==> config.mk <==
export PLATFORM = sky130hd
export DESIGN_NAME = trig_sym_decoder
export DESIGN_NICKNAME = d
export VERILOG_FILES = /design/src/rtl/trig_dec_pkg.sv /design/src/rtl/sym_classify.sv /design/src/rtl/payload_shift.sv /design/src/rtl/frame_ctrl.sv /design/src/rtl/trig_sym_decoder.sv
export SDC_FILE = /design/constraint.sdc
export NUM_CORES = 1
export LEC_CHECK = 0
export ABC_CLOCK_PERIOD_IN_PS = 2100
export BUFFER_PORTS_ARGS = -buffer_cell sky130_fd_sc_hd__clkbuf_2
export CAP_MARGIN = 20
export CORE_MARGIN = 5
export CORE_UTILIZATION = 50
export CTS_CLUSTER_DIAMETER = 80
export DETAILED_ROUTE_END_ITERATION = 8
export GPL_ROUTABILITY_DRIVEN = 0
export HOLD_SLACK_MARGIN = 0.03
export PLACE_DENSITY = 0.71
export SETUP_SLACK_MARGIN = 0.5
export SYNTH_ARGS = -nofsm -noshare
export SYNTH_HDL_FRONTEND = slang
export SYNTH_SLANG_ARGS = --single-unit
export TNS_END_PERCENT = 5
==> constraint.sdc <==
create_clock -name clk -period 2.1 [get_ports clk]
set_input_delay 0.315 -clock clk [delete_from_list [all_inputs] [get_ports clk]]
set_output_delay 0.315 -clock clk [all_outputs]
set_load 0.05 [all_outputs]
==> src/rtl/trig_dec_pkg.sv <==
// Package: protocol constants and the decoder state type.
// Assumes 3-bit data symbols with one control code directly above the data codes.
package trig_dec_pkg;

    typedef enum logic [2:0] {
        ST_IDLE = 3'd0,   // waiting for a start symbol
        ST_ID   = 3'd1,   // first identifier symbol held
        ST_PAY  = 3'd2,   // collecting payload symbols
        ST_DONE = 3'd3,   // message complete, expecting control symbol
        ST_DROP = 3'd4    // discarding until control symbol
    } dec_state_t;

    // Number of symbols needed to carry `bits` at `per` bits each.
    function automatic int sym_count(input int bits, input int per);
        return (bits + per - 1) / per;
    endfunction

endpackage

==> src/rtl/sym_classify.sv <==
// Symbol classifier: sorts one strobed symbol index into data, control,
// start-capable data and invalid. Purely combinational.
// Assumes the control code is 2**DATA_BITS and the code just below it is the
// idle filler that may not start a message.
module sym_classify #(
    parameter int DATA_BITS = 3,
    localparam int SYM_W    = DATA_BITS + 1
) (
    input  logic                 sym_valid,
    input  logic [SYM_W-1:0]     sym_code,
    output logic                 take_data,
    output logic                 take_start,
    output logic                 take_idle,
    output logic                 take_bad,
    output logic [DATA_BITS-1:0] data_bits
);
    localparam logic [SYM_W-1:0] CTRL_CODE   = SYM_W'(2 ** DATA_BITS);
    localparam logic [SYM_W-1:0] FILLER_CODE = SYM_W'(2 ** DATA_BITS - 1);

    // Decode the code range into the four classes.
    always_comb begin
        take_data  = sym_valid && (sym_code < CTRL_CODE);
        take_idle  = sym_valid && (sym_code == CTRL_CODE);
        take_bad   = sym_valid && (sym_code > CTRL_CODE);
        take_start = take_data && (sym_code != FILLER_CODE);
        data_bits  = sym_code[DATA_BITS-1:0];
    end

endmodule

==> src/rtl/payload_shift.sv <==
// Payload shifter: MSB-first shift register of NSYM symbols. Its combinational
// next value lets the top module judge the full word in the same cycle the
// last symbol arrives.
// Assumes exactly NSYM shifts per message, so older content leaves the register
// on its own and no clear is needed.
module payload_shift #(
    parameter int DATA_BITS = 3,
    parameter int NSYM      = 22,
    localparam int ACC_W    = NSYM * DATA_BITS
) (
    input  logic                 clk,
    input  logic                 rst_n,
    input  logic                 shift_en,
    input  logic [DATA_BITS-1:0] din,
    output logic [ACC_W-1:0]     acc_next
);
    logic [ACC_W-1:0] acc_q;

    // Value the register holds after a shift by one symbol.
    always_comb acc_next = {acc_q[ACC_W-DATA_BITS-1:0], din};

    // Shift the register on every accepted payload symbol.
    always_ff @(posedge clk) begin
        if (!rst_n)        acc_q <= '0;
        else if (shift_en) acc_q <= acc_next;
    end

endmodule

==> src/rtl/frame_ctrl.sv <==
// Frame controller: tracks the message phase and counts payload symbols. It
// issues one-cycle events for the datapath and for protocol errors.
// Assumes the classes from sym_classify are mutually exclusive.
module frame_ctrl
    import trig_dec_pkg::*;
#(
    parameter int NSYM    = 22,
    localparam int CNT_W  = $clog2(NSYM + 1)
) (
    input  logic       clk,
    input  logic       rst_n,
    input  logic       take_data,
    input  logic       take_start,
    input  logic       take_idle,
    input  logic       take_bad,
    output dec_state_t state,
    output logic       ev_first,
    output logic       ev_second,
    output logic       ev_shift,
    output logic       ev_complete,
    output logic       ev_err
);
    localparam logic [CNT_W-1:0] LAST_IDX = CNT_W'(NSYM - 1);

    dec_state_t       state_d;
    logic [CNT_W-1:0] cnt_q;

    // Next phase and the events it implies.
    always_comb begin
        state_d     = state;
        ev_first    = 1'b0;
        ev_second   = 1'b0;
        ev_shift    = 1'b0;
        ev_complete = 1'b0;
        ev_err      = 1'b0;
        unique case (state)
            ST_IDLE: begin
                if (take_start) begin
                    ev_first = 1'b1;
                    state_d  = ST_ID;
                end else if (take_bad) begin
                    ev_err  = 1'b1;
                    state_d = ST_DROP;
                end
            end
            ST_ID: begin
                if (take_idle) begin
                    ev_err  = 1'b1;
                    state_d = ST_IDLE;
                end else if (take_data) begin
                    ev_second = 1'b1;
                    state_d   = ST_PAY;
                end else if (take_bad) begin
                    ev_err  = 1'b1;
                    state_d = ST_DROP;
                end
            end
            ST_PAY: begin
                if (take_idle) begin
                    ev_err  = 1'b1;
                    state_d = ST_IDLE;
                end else if (take_data) begin
                    ev_shift = 1'b1;
                    if (cnt_q == LAST_IDX) begin
                        ev_complete = 1'b1;
                        state_d     = ST_DONE;
                    end
                end else if (take_bad) begin
                    ev_err  = 1'b1;
                    state_d = ST_DROP;
                end
            end
            ST_DONE: begin
                if (take_idle) begin
                    state_d = ST_IDLE;
                end else if (take_data || take_bad) begin
                    ev_err  = 1'b1;
                    state_d = ST_DROP;
                end
            end
            ST_DROP: begin
                if (take_idle) state_d = ST_IDLE;
            end
            default: state_d = ST_IDLE;
        endcase
    end

    // Phase register.
    always_ff @(posedge clk) begin
        if (!rst_n) state <= ST_IDLE;
        else        state <= state_d;
    end

    // Payload symbol counter, restarted by the second identifier symbol.
    always_ff @(posedge clk) begin
        if (!rst_n)         cnt_q <= '0;
        else if (ev_second) cnt_q <= '0;
        else if (ev_shift)  cnt_q <= cnt_q + 1'b1;
    end

    // The control symbol always lands in idle.
    assert_ctrl_to_idle_R3: assert property (@(posedge clk) disable iff (!rst_n)
        take_idle |=> (state == ST_IDLE));

    // The filler code never starts a message.
    assert_filler_no_start_R4: assert property (@(posedge clk) disable iff (!rst_n)
        (state == ST_IDLE && take_data && !take_start) |=> (state == ST_IDLE));

    // The counter never passes the symbol count.
    assert_cnt_bound_R6: assert property (@(posedge clk) disable iff (!rst_n)
        cnt_q <= CNT_W'(NSYM));

    // An invalid code outside discard always leads to discard.
    assert_bad_to_drop_R10: assert property (@(posedge clk) disable iff (!rst_n)
        (take_bad && state != ST_DROP) |=> (state == ST_DROP));

endmodule

==> src/rtl/trig_sym_decoder.sv <==
// Trigger message decoder: joins strobed link symbols into trigger messages
// (two identifier symbols, then payload symbols) and gives a number and a
// payload with a valid pulse, or an error pulse for a bad message.
// Assumes at most one symbol per cycle; every output is registered.
module trig_sym_decoder
    import trig_dec_pkg::*;
#(
    parameter int DATA_BITS  = 3,
    parameter int PAYLOAD_W  = 64,
    localparam int SYM_W     = DATA_BITS + 1,
    localparam int TRIG_W    = 2 * DATA_BITS,
    localparam int NSYM      = sym_count(PAYLOAD_W, DATA_BITS),
    localparam int ACC_W     = NSYM * DATA_BITS,
    localparam int EXCESS    = ACC_W - PAYLOAD_W,
    localparam int NUM_TRIG  = (2 ** DATA_BITS - 1) * (2 ** DATA_BITS)
) (
    input  logic                 clk,
    input  logic                 rst_n,
    input  logic                 sym_valid,
    input  logic [SYM_W-1:0]     sym_code,
    output logic                 trig_valid,
    output logic [TRIG_W-1:0]    trig_num,
    output logic [PAYLOAD_W-1:0] trig_payload,
    output logic                 frame_err
);
    logic                 take_data, take_start, take_idle, take_bad;
    logic [DATA_BITS-1:0] data_bits;
    dec_state_t           state;
    logic                 ev_first, ev_second, ev_shift, ev_complete, ev_err;
    logic [ACC_W-1:0]     acc_next;
    logic                 overflow;
    logic                 valid_d, err_d;
    logic [DATA_BITS-1:0] first_q;
    logic [TRIG_W-1:0]    num_pend_q;

    sym_classify #(.DATA_BITS(DATA_BITS)) u_classify (
        .sym_valid (sym_valid),
        .sym_code  (sym_code),
        .take_data (take_data),
        .take_start(take_start),
        .take_idle (take_idle),
        .take_bad  (take_bad),
        .data_bits (data_bits)
    );

    frame_ctrl #(.NSYM(NSYM)) u_ctrl (
        .clk        (clk),
        .rst_n      (rst_n),
        .take_data  (take_data),
        .take_start (take_start),
        .take_idle  (take_idle),
        .take_bad   (take_bad),
        .state      (state),
        .ev_first   (ev_first),
        .ev_second  (ev_second),
        .ev_shift   (ev_shift),
        .ev_complete(ev_complete),
        .ev_err     (ev_err)
    );

    payload_shift #(.DATA_BITS(DATA_BITS), .NSYM(NSYM)) u_shift (
        .clk     (clk),
        .rst_n   (rst_n),
        .shift_en(ev_shift),
        .din     (data_bits),
        .acc_next(acc_next)
    );

    // Excess top bits must be clear; this check exists only when there are any.
    generate
        if (EXCESS > 0) begin : g_excess
            assign overflow = |acc_next[ACC_W-1:PAYLOAD_W];
        end else begin : g_exact
            assign overflow = 1'b0;
        end
    endgenerate

    // Completion outcome for this cycle.
    always_comb begin
        valid_d = ev_complete && !overflow;
        err_d   = ev_err || (ev_complete && overflow);
    end

    // Identifier capture: the first symbol, then the assembled number.
    always_ff @(posedge clk) begin
        if (!rst_n) begin
            first_q    <= '0;
            num_pend_q <= '0;
        end else begin
            if (ev_first)  first_q    <= data_bits;
            if (ev_second) num_pend_q <= {first_q, data_bits};
        end
    end

    // Output registers: pulses every cycle, held results on completion.
    always_ff @(posedge clk) begin
        if (!rst_n) begin
            trig_valid   <= 1'b0;
            frame_err    <= 1'b0;
            trig_num     <= '0;
            trig_payload <= '0;
        end else begin
            trig_valid <= valid_d;
            frame_err  <= err_d;
            if (valid_d) begin
                trig_num     <= num_pend_q;
                trig_payload <= acc_next[PAYLOAD_W-1:0];
            end
        end
    end

    // With no strobe there is nothing to report in the next cycle.
    assert_idle_quiet_R2: assert property (@(posedge clk) disable iff (!rst_n)
        !sym_valid |=> (!trig_valid && !frame_err));

    // A delivered number is always in range.
    assert_num_range_R5: assert property (@(posedge clk) disable iff (!rst_n)
        trig_valid |-> (int'(trig_num) < NUM_TRIG));

    // The valid pulse lasts exactly one cycle.
    assert_valid_pulse_R6: assert property (@(posedge clk) disable iff (!rst_n)
        trig_valid |=> !trig_valid);

    // A message is either delivered or flagged, never both.
    assert_valid_err_excl_R7: assert property (@(posedge clk) disable iff (!rst_n)
        !(trig_valid && frame_err));

    // Held results do not move without a valid pulse.
    assert_hold_outputs_R6: assert property (@(posedge clk) disable iff (!rst_n)
        !trig_valid |-> ($stable(trig_num) && $stable(trig_payload)));

endmodule

==> results of run 1 <==
-- worst max-delay path, cell delays in order (launching register included) --
cell	delay (ps)
dfxtp_2	320
inv_2	60
ha_4	110
nand4b_1	190
nor4b_4	390
buf_4	170
buf_4	120
buf_8	130
mux2i_1	190
-- stage by stage --
stage          instance area [um2]  utilization [%]  worst slack (ps)  total power, mW
5_1_grt                       7600             63.2               227             6.88
6_report                      7600             63.2               352             6.66
2_1_floorplan                 6140                -               540             3.12
3_3_place_gp                  6650             55.3               288             3.16
4_1_cts                       7490             62.3               347             6.70
3_5_place_dp                  6650             55.3               243             3.17
-- kinds of logic (layout without fill, tap and decap cells) --
logic type	after synthesis	in the layout	share of synthesized area, %
fa+ha+maj	2	2	0.407
flops	152	152	49.5
buf+inv	67	142	4.62
simple gates	238	238	20.0
compound gates	152	152	13.0
mux	76	76	12.4
-- what timing repair did --
action,4_1_cts,5_1_grt
endpoints found under the setup margin,81,146
buffers inserted,6,1
gates resized for setup,10,8
pin swaps,1,1
cloned,4,3
-- power groups by stage --
stage	clock (mW)	combinational, mW	sequential (mW)
final	3.54	0.203	2.91
after detailed placement	0	0.199	2.97
after global placement	0	0.194	2.97
after floorplan	0	0.153	2.96
after global routing	3.75	0.220	2.91
after CTS	3.59	0.200	2.91
-- cells in the final DEF, fill, tap and decap left out, drive strengths merged --
| cell type | netlist | layout |
|---|---|---|
| a211o | 1 | 1 |
| a211oi | 3 | 3 |
| a21oi | 71 | 71 |
| a22oi | 1 | 1 |
| and3 | 1 | 1 |
| and4b | 1 | 1 |
| buf | 12 | 27 |
| bufbuf | 0 | 1 |
| bufinv | 0 | 7 |
| clkbuf | 52 | 98 |
| clkinv | 0 | 5 |
| clkinvlp | 0 | 1 |
| dfxtp | 152 | 152 |
| ha | 2 | 2 |
| inv | 3 | 3 |
| mux2i | 76 | 76 |
| nand2 | 146 | 146 |
| nand2b | 3 | 3 |
| nand3b | 63 | 63 |
| nand4b | 3 | 3 |
| nand4bb | 1 | 1 |
| nor2 | 4 | 4 |
| nor3 | 1 | 1 |
| nor3b | 2 | 2 |
| nor4b | 1 | 1 |
| nor4bb | 1 | 1 |
| o21ai | 71 | 71 |
| o21bai | 1 | 1 |
| o221a | 3 | 3 |
| o2bb2ai | 1 | 1 |
| or2 | 1 | 1 |
| or3 | 6 | 6 |
| or3b | 2 | 2 |
| or4 | 1 | 1 |
| or4b | 1 | 1 |
-- layout make-up --
cell class / instances / area share [%]
Multi-Input combinational cell: 468 / 37.9
Tap cell: 147 / 2.42
Inverter: 3 / 0.148
Clock buffer: 18 / 5.78
Timing Repair Buffer: 108 / 10.3
Sequential cell: 152 / 40.2
Clock inverter: 13 / 3.29
-- metal layers --
metal | vias up | global-route usage, %
li1 | 2489 | -
met1 | 2440 | 25.2
met2 | 119 | 33.2
met3 | 22 | 4.21
met4 | 0 | 7.58
met5 | - | 0
-- worst paths after layout --
path                            cells after the start          endpoint        startpoint  slack (ps)
worst max-delay path                                8       trig_num[5]   u_ctrl.cnt_q[1]         350
worst min-delay path                                3     num_pend_q[0]       sym_code[0]         260
worst max register to register                      8       trig_num[5]   u_ctrl.cnt_q[1]         350
worst min register to register                      2  trig_payload[53]  trig_payload[53]         450
-- registers in the layout, summed over array words and instances, names as in the netlist --
register       flops
u_ctrl.state       3
first_q            3
frame_err          1
trig_payload      64
u_shift.acc_q     63
trig_valid         1
u_ctrl.cnt_q       5
trig_num           6
num_pend_q         6
==> out/qor.yml, run 1 <==
status: "complete, no violations"
wl_per_cell_um: 15.9
drtPass1Iterations: 5
dp.cells: 864
ys_types: 34
end_kind: "register"
ios: 79
syn-cell-area_um2: 6140
synth-seq-area-share_pct: 49.5
cellLeakagePower_nw: 2.67
grt_pass1_wl_um: 23800
async_reset_ff_share_pct: 0
die_w_um: 121
cts_sinks: 152
grt_pass1_vias: 4953
cts_max_path_buffers: 2
seqPwrFrac_pct: 43.7
syn_nets: 696
synth.avg_cell_area_um2: 8.94
whs_ps: 264
dieArea_um2: 14600
htree_num_levels: 4
synthToLayoutAreaGrowth_pct: 23.7
route.met2.wl_um: 7190
crit_fanout: 5
ant_nets: 0
cap_violations: 0
dieHeight_um: 121
core_um2: 12000
setup-tns-final_ps: 0
drcViolationCount: 0
setup_viol: 0
netlist_top_cells_area: "dfxtp_1, mux2i_1, nand2_1"
antenna_found_initial: 0
drv_slew: 0
internal_power_mw: 5.33
required_ps: 2440
cts_tree: "yes"
rows: 40
routed_wl_um: 14500
synth.most_common_cell: "dfxtp_1"
grt_setup_unrepaired: "true"
crit_type: "register to register"
wl_met1_um: 6560
skew_ps: 9.51
dp_hpwl_um: 8160
clock_latency_ps: 420
synth_edf_count: 0
syn_inst: 687
vdd_drop_max_uv: 571
drive_gt1_share_pct: 20.5
p_per_area_nw_per_um2: 876
multi_input_area_um2: 2880
worstMarginPinSlew_ps: 652
vias_per_cell: 5.58
grt_max_degree: 82
hold_viol_final: 0
clkPwrFrac_pct: 53.3
critPathArrivalTime_ps: 2090
critPathLaunchType: "register"
grt_use_total_pct: 19.9
relSlewSlack_pct: 56.6
num_vias: 5070
diodes: 0
initial_core_util_pct: 51.1
finalCriticalPeriod_ps: 1750
synth_flop_cell: "dfxtp_1"
netlist.area_leader.share_pct: 49.5
top_layer: "met4"
cts_root_buf: "clkbuf_16"
met3_length_um: 512
io_buffer_count: 78
nets: 759
cts_hold_buf: 0
fmax_mhz: 572
hold_path.class: "input port to register"
post-synth-top-area-cell: "dfxtp_1"
cts_buffers: 17
finalCritPeriodShare_pct: 83.2
overflow: 0
seq_area_um2: 3050
p_switching_mw: 1.33
synth_seq_cells: 152
netlist_top_cells_count: "dfxtp_1, nand2_1, mux2i_1"
drt_iter0_drc: 308
clk_pin_slew_ps: 60
nFillCells: 1033
final_cells: 909
ys_warn_count: 0
swShare_pct: 19.9
power_frac_comb_pct: 3.1
(Power assumes the default switching activity.)
==> run 2: changes to the inputs <==
--- a/config.mk
+++ b/config.mk
@@ -5,7 +5,8 @@
 export SDC_FILE = /design/constraint.sdc
 export NUM_CORES = 1
 export LEC_CHECK = 0
-export ABC_CLOCK_PERIOD_IN_PS = 2100
+export ABC_AREA = 1
+export ABC_CLOCK_PERIOD_IN_PS = 1400
 export BUFFER_PORTS_ARGS = -buffer_cell sky130_fd_sc_hd__clkbuf_2
 export CAP_MARGIN = 20
 export CORE_MARGIN = 5
@@ -14,7 +15,7 @@
 export DETAILED_ROUTE_END_ITERATION = 8
 export GPL_ROUTABILITY_DRIVEN = 0
 export HOLD_SLACK_MARGIN = 0.03
-export PLACE_DENSITY = 0.71
+export PLACE_DENSITY = 0.74
 export SETUP_SLACK_MARGIN = 0.5
 export SYNTH_ARGS = -nofsm -noshare
 export SYNTH_HDL_FRONTEND = slang
==> constraint.sdc (replaced) <==
create_clock -name clk -period 1.4 [get_ports clk]
set_input_delay 0.21 -clock clk [delete_from_list [all_inputs] [get_ports clk]]
set_output_delay 0.21 -clock clk [all_outputs]
set_load 0.05 [all_outputs]
==> run 2 against run 1 <==
  * Critical path depth increased by 1
  * Die area decreased by 8.5%
  * Combinational power increased to 4.4 times the previous value
  * First-iteration DRC count increased by 30%
  * Sequential power increased by 58%
  * Flip-flop and latch count stayed put
  * Highest routed layer unchanged
  * The run now ends with setup timing left
  * Final area rose by 7.7%
  * Fmax rose by 12%
  * Critical path type unchanged
==> out/qor.yml, run 2 <==
vdd_drop_max_uv: 781  # was 571 uV
overflow: 0  # unchanged
grt_use_total_pct: 20.8  # was 19.9%
async_reset_ff_share_pct: 0  # unchanged
clock_latency_ps: 530  # was 420 ps
largestRegisters: "trig_payload: 64 flops, u_shift.acc_q: 63 flops"  # unchanged
nets: 824  # was 759
synth_edf_count: 0  # unchanged
skew_ps: 10.7  # was 9.51 ps
post-route-util_pct: 75.1  # was 63.2%
ys_types: 23  # was 34
dp_hpwl_um: 8120  # was 8160 um
cap_violations: 0  # unchanged
cts_buffers: 17  # unchanged
final_cells: 968  # was 909
antenna_found_initial: 0  # unchanged
finalCritPeriodShare_pct: 111  # was 83.2%
setup_ws_ps: -159  # was 352 ps
core_um2: 10900  # was 12000 um2
cts_max_path_buffers: 2  # unchanged
io_buffer_count: 78  # unchanged
dp.cells: 920  # was 864
critPathArrivalTime_ps: 1980  # was 2090 ps
top_register: "trig_payload"  # unchanged
ys_warn_count: 0  # unchanged
grt_setup_unrepaired: "true"  # unchanged
drcViolationCount: 0  # unchanged
synthToLayoutAreaGrowth_pct: 46.8  # was 23.7%
diodes: 0  # unchanged
grt_pass1_vias: 4879  # was 4953
netlist.area_leader.share_pct: 54.6  # was 49.5%
netlist_top_cells_area: "dfxtp_1, o21ai_0, nor2_1"  # was dfxtp_1, mux2i_1, nand2_1
syn-cell-area_um2: 5570  # was 6140 um2
vias_per_cell: 5.30  # was 5.58
drtPass1Iterations: 7  # was 5
end_kind: "register"  # unchanged
critPathLaunchType: "register"  # unchanged
setup_viol: 74  # was 0
num_vias: 5128  # was 5070
cts_tree: "yes"  # unchanged
rows: 38  # was 40
clk_pin_slew_ps: 70  # was 60 ps
worstMarginPinSlew_ps: 542  # was 652 ps
hold_viol_final: 0  # unchanged
routed_wl_um: 14600  # was 14500 um
relSlewSlack_pct: 63.5  # was 56.6%
drive_gt1_share_pct: 28.0  # was 20.5%
crit_chain: "inv_2, ha_4, nand2_4, nor3_4, nand3_4, buf_12, buf_16, o21ai_4, a21oi_2"  # was inv_2, ha_4, nand4b_1, nor4b_4, buf_4, buf_4, buf_8, mux2i_1
syn_nets: 724  # was 696
dieHeight_um: 116  # was 121 um
crit_type: "register to register"  # unchanged
syn_inst: 715  # was 687
die_w_um: 116  # was 121 um
seqPwrFrac_pct: 46.2  # was 43.7%
p_switching_mw: 2.58  # was 1.33 mW
netlist_top_cells_count: "dfxtp_1, nor2_1, o21ai_0"  # was dfxtp_1, nand2_1, mux2i_1
synth_seq_cells: 152  # unchanged
clkPwrFrac_pct: 44.8  # was 53.3%
initial_core_util_pct: 51.2  # was 51.1%
p_per_area_nw_per_um2: 1220  # was 876 nW/um2
synth_flop_cell: "dfxtp_1"  # unchanged
grt_pass1_wl_um: 22500  # was 23800 um
wl_per_cell_um: 15.1  # was 15.9 um
layout_commonest_cell: "nor2_1"  # was dfxtp_1
finalCriticalPeriod_ps: 1560  # was 1750 ps
setup-tns-final_ps: -6820  # was 0 ps
synth.avg_cell_area_um2: 7.79  # was 8.94 um2
critPathMaxStageDelay_ps: 330  # was 390 ps
ios: 79  # unchanged
grt_max_degree: 54  # was 82
ant_nets: 0  # unchanged
htree_num_levels: 4  # unchanged
cts_sinks: 152  # unchanged
post-synth-top-area-cell: "dfxtp_1"  # unchanged
status: "finished with violations"  # was complete, no violations
drv_slew: 0  # unchanged
dieArea_um2: 13400  # was 14600 um2
violations: "setup timing"
hold_path.class: "input port to register"  # unchanged
cellLeakagePower_nw: 3.20  # was 2.67 nW
swShare_pct: 25.8  # was 19.9%
crit_slowest_cell: "dfxtp_2"  # was nor4b_4
power_frac_comb_pct: 9.0  # was 3.1%
internal_power_mw: 7.41  # was 5.33 mW
crit_fanout: 8  # was 5
fmax_mhz: 641  # was 572 MHz
nFillCells: 703  # was 1033
drt_iter0_drc: 400  # was 308
cts_root_buf: "clkbuf_8"  # was clkbuf_16
required_ps: 1820  # was 2440 ps
final_cell_mix: "nor2_1, dfxtp_1, o21ai_0, inv_1, buf_8"  # was dfxtp_1, nand2_1, clkbuf_2, mux2i_1
largest_reg_flops: 64  # unchanged
synth-seq-area-share_pct: 54.6  # was 49.5%
==> run 2: changes by cell type after synthesis, sizes merged, moves of 6 or more <==
cell	before	now
o21ai	71	145
a21oi	71	80
mux2i	76	0
nor2	4	155
or3	6	0
nand2	146	26
nand3	0	15
clkbuf	52	25
nand3b	63	0
buf	12	20
inv	3	87
==> run 2: metal layers <==
layer  GRT usage (%)  routed length (um)  vias to the layer above
met5               0                   0                        -
met4            7.90                 344                        0
met3            5.12                 629                       26
met2            35.5                7490                      134
met1            25.3                6130                     2451
li1                -                   -                     2517
==> run 2: final cells by class <==
type / instances / area, um2 / share of cell area [%]
Timing Repair Buffer: 126 / 1740 / 21.3
Inverter: 87 / 329 / 4.02
Sequential cell: 152 / 3050 / 37.3
Clock buffer: 17 / 414 / 5.06
Multi-Input combinational cell: 431 / 2300 / 28.1
Tap cell: 140 / 175 / 2.14
Clock inverter: 15 / 169 / 2.06
==> run 2: kinds of logic (layout without fill, tap and decap cells) <==
logic type | count (synthesis) | in the layout | synth area share (%)
compound gates | 225 | 225 | 20.2
xor+xnor | 2 | 2 | 0.314
fa+ha+maj | 2 | 2 | 0.449
buf+inv | 132 | 245 | 9.77
flops | 152 | 152 | 54.6
simple gates | 202 | 202 | 14.6
==> run 2: path summary, 6_finish.rpt <==
| check | start | end | slack, ps | depth (start not counted) |
|---|---|---|---|---|
| max reg2reg | u_ctrl.cnt_q[1] | trig_payload[52] | -160 | 9 |
| max | u_ctrl.cnt_q[1] | trig_payload[52] | -160 | 9 |
| min | sym_code[0] | trig_payload[0] | 70 | 3 |
| min reg2reg | trig_payload[51] | trig_payload[51] | 470 | 2 |
==> run 2: what timing repair did <==
item	CTS	global route
resized for setup	198	134
pin swaps	8	48
setup endpoints to repair	224	224
gates cloned	3	3
endpoints found under the hold margin	7	0
setup buffers	4	2
hold buffers	4	0
==> run 2: power groups by stage <==
| stage | Sequential, mW | Clock (mW) | Combinational [mW] |
|---|---|---|---|
| floorplan | 4.66 | 0 | 0.516 |
| global placement | 4.67 | 0 | 0.725 |
| detailed placement | 4.67 | 0 | 0.752 |
| CTS | 4.58 | 4.52 | 0.837 |
| global route | 4.62 | 4.74 | 1.00 |
| finish | 4.61 | 4.47 | 0.901 |
==> run 2: per-stage QoR <==
| stage | area, um2 | hold WS (ps) | power, mW | worst slack [ps] |
|---|---|---|---|---|
| after floorplan | 5600 | 345 | 5.18 | -15.3 |
| after global placement | 6270 | 431 | 5.39 | -158 |
| after detailed placement | 6270 | 436 | 5.42 | -169 |
| after CTS | 7800 | 39.1 | 9.95 | -124 |
| after global routing | 8180 | 89.4 | 10.4 | -220 |
| final | 8180 | 74.1 | 9.98 | -159 |
==> run 2: worst max-delay path: cells and delay by family, from the launching register on <==
family / cells / cell delay [ps]
AO/OA/AOI/OAI: 2 / 180
adder cells (fa/ha/maj): 1 / 130
buffers and inverters: 3 / 400
flip-flops: 1 / 330
AND/OR/NAND/NOR: 3 / 410
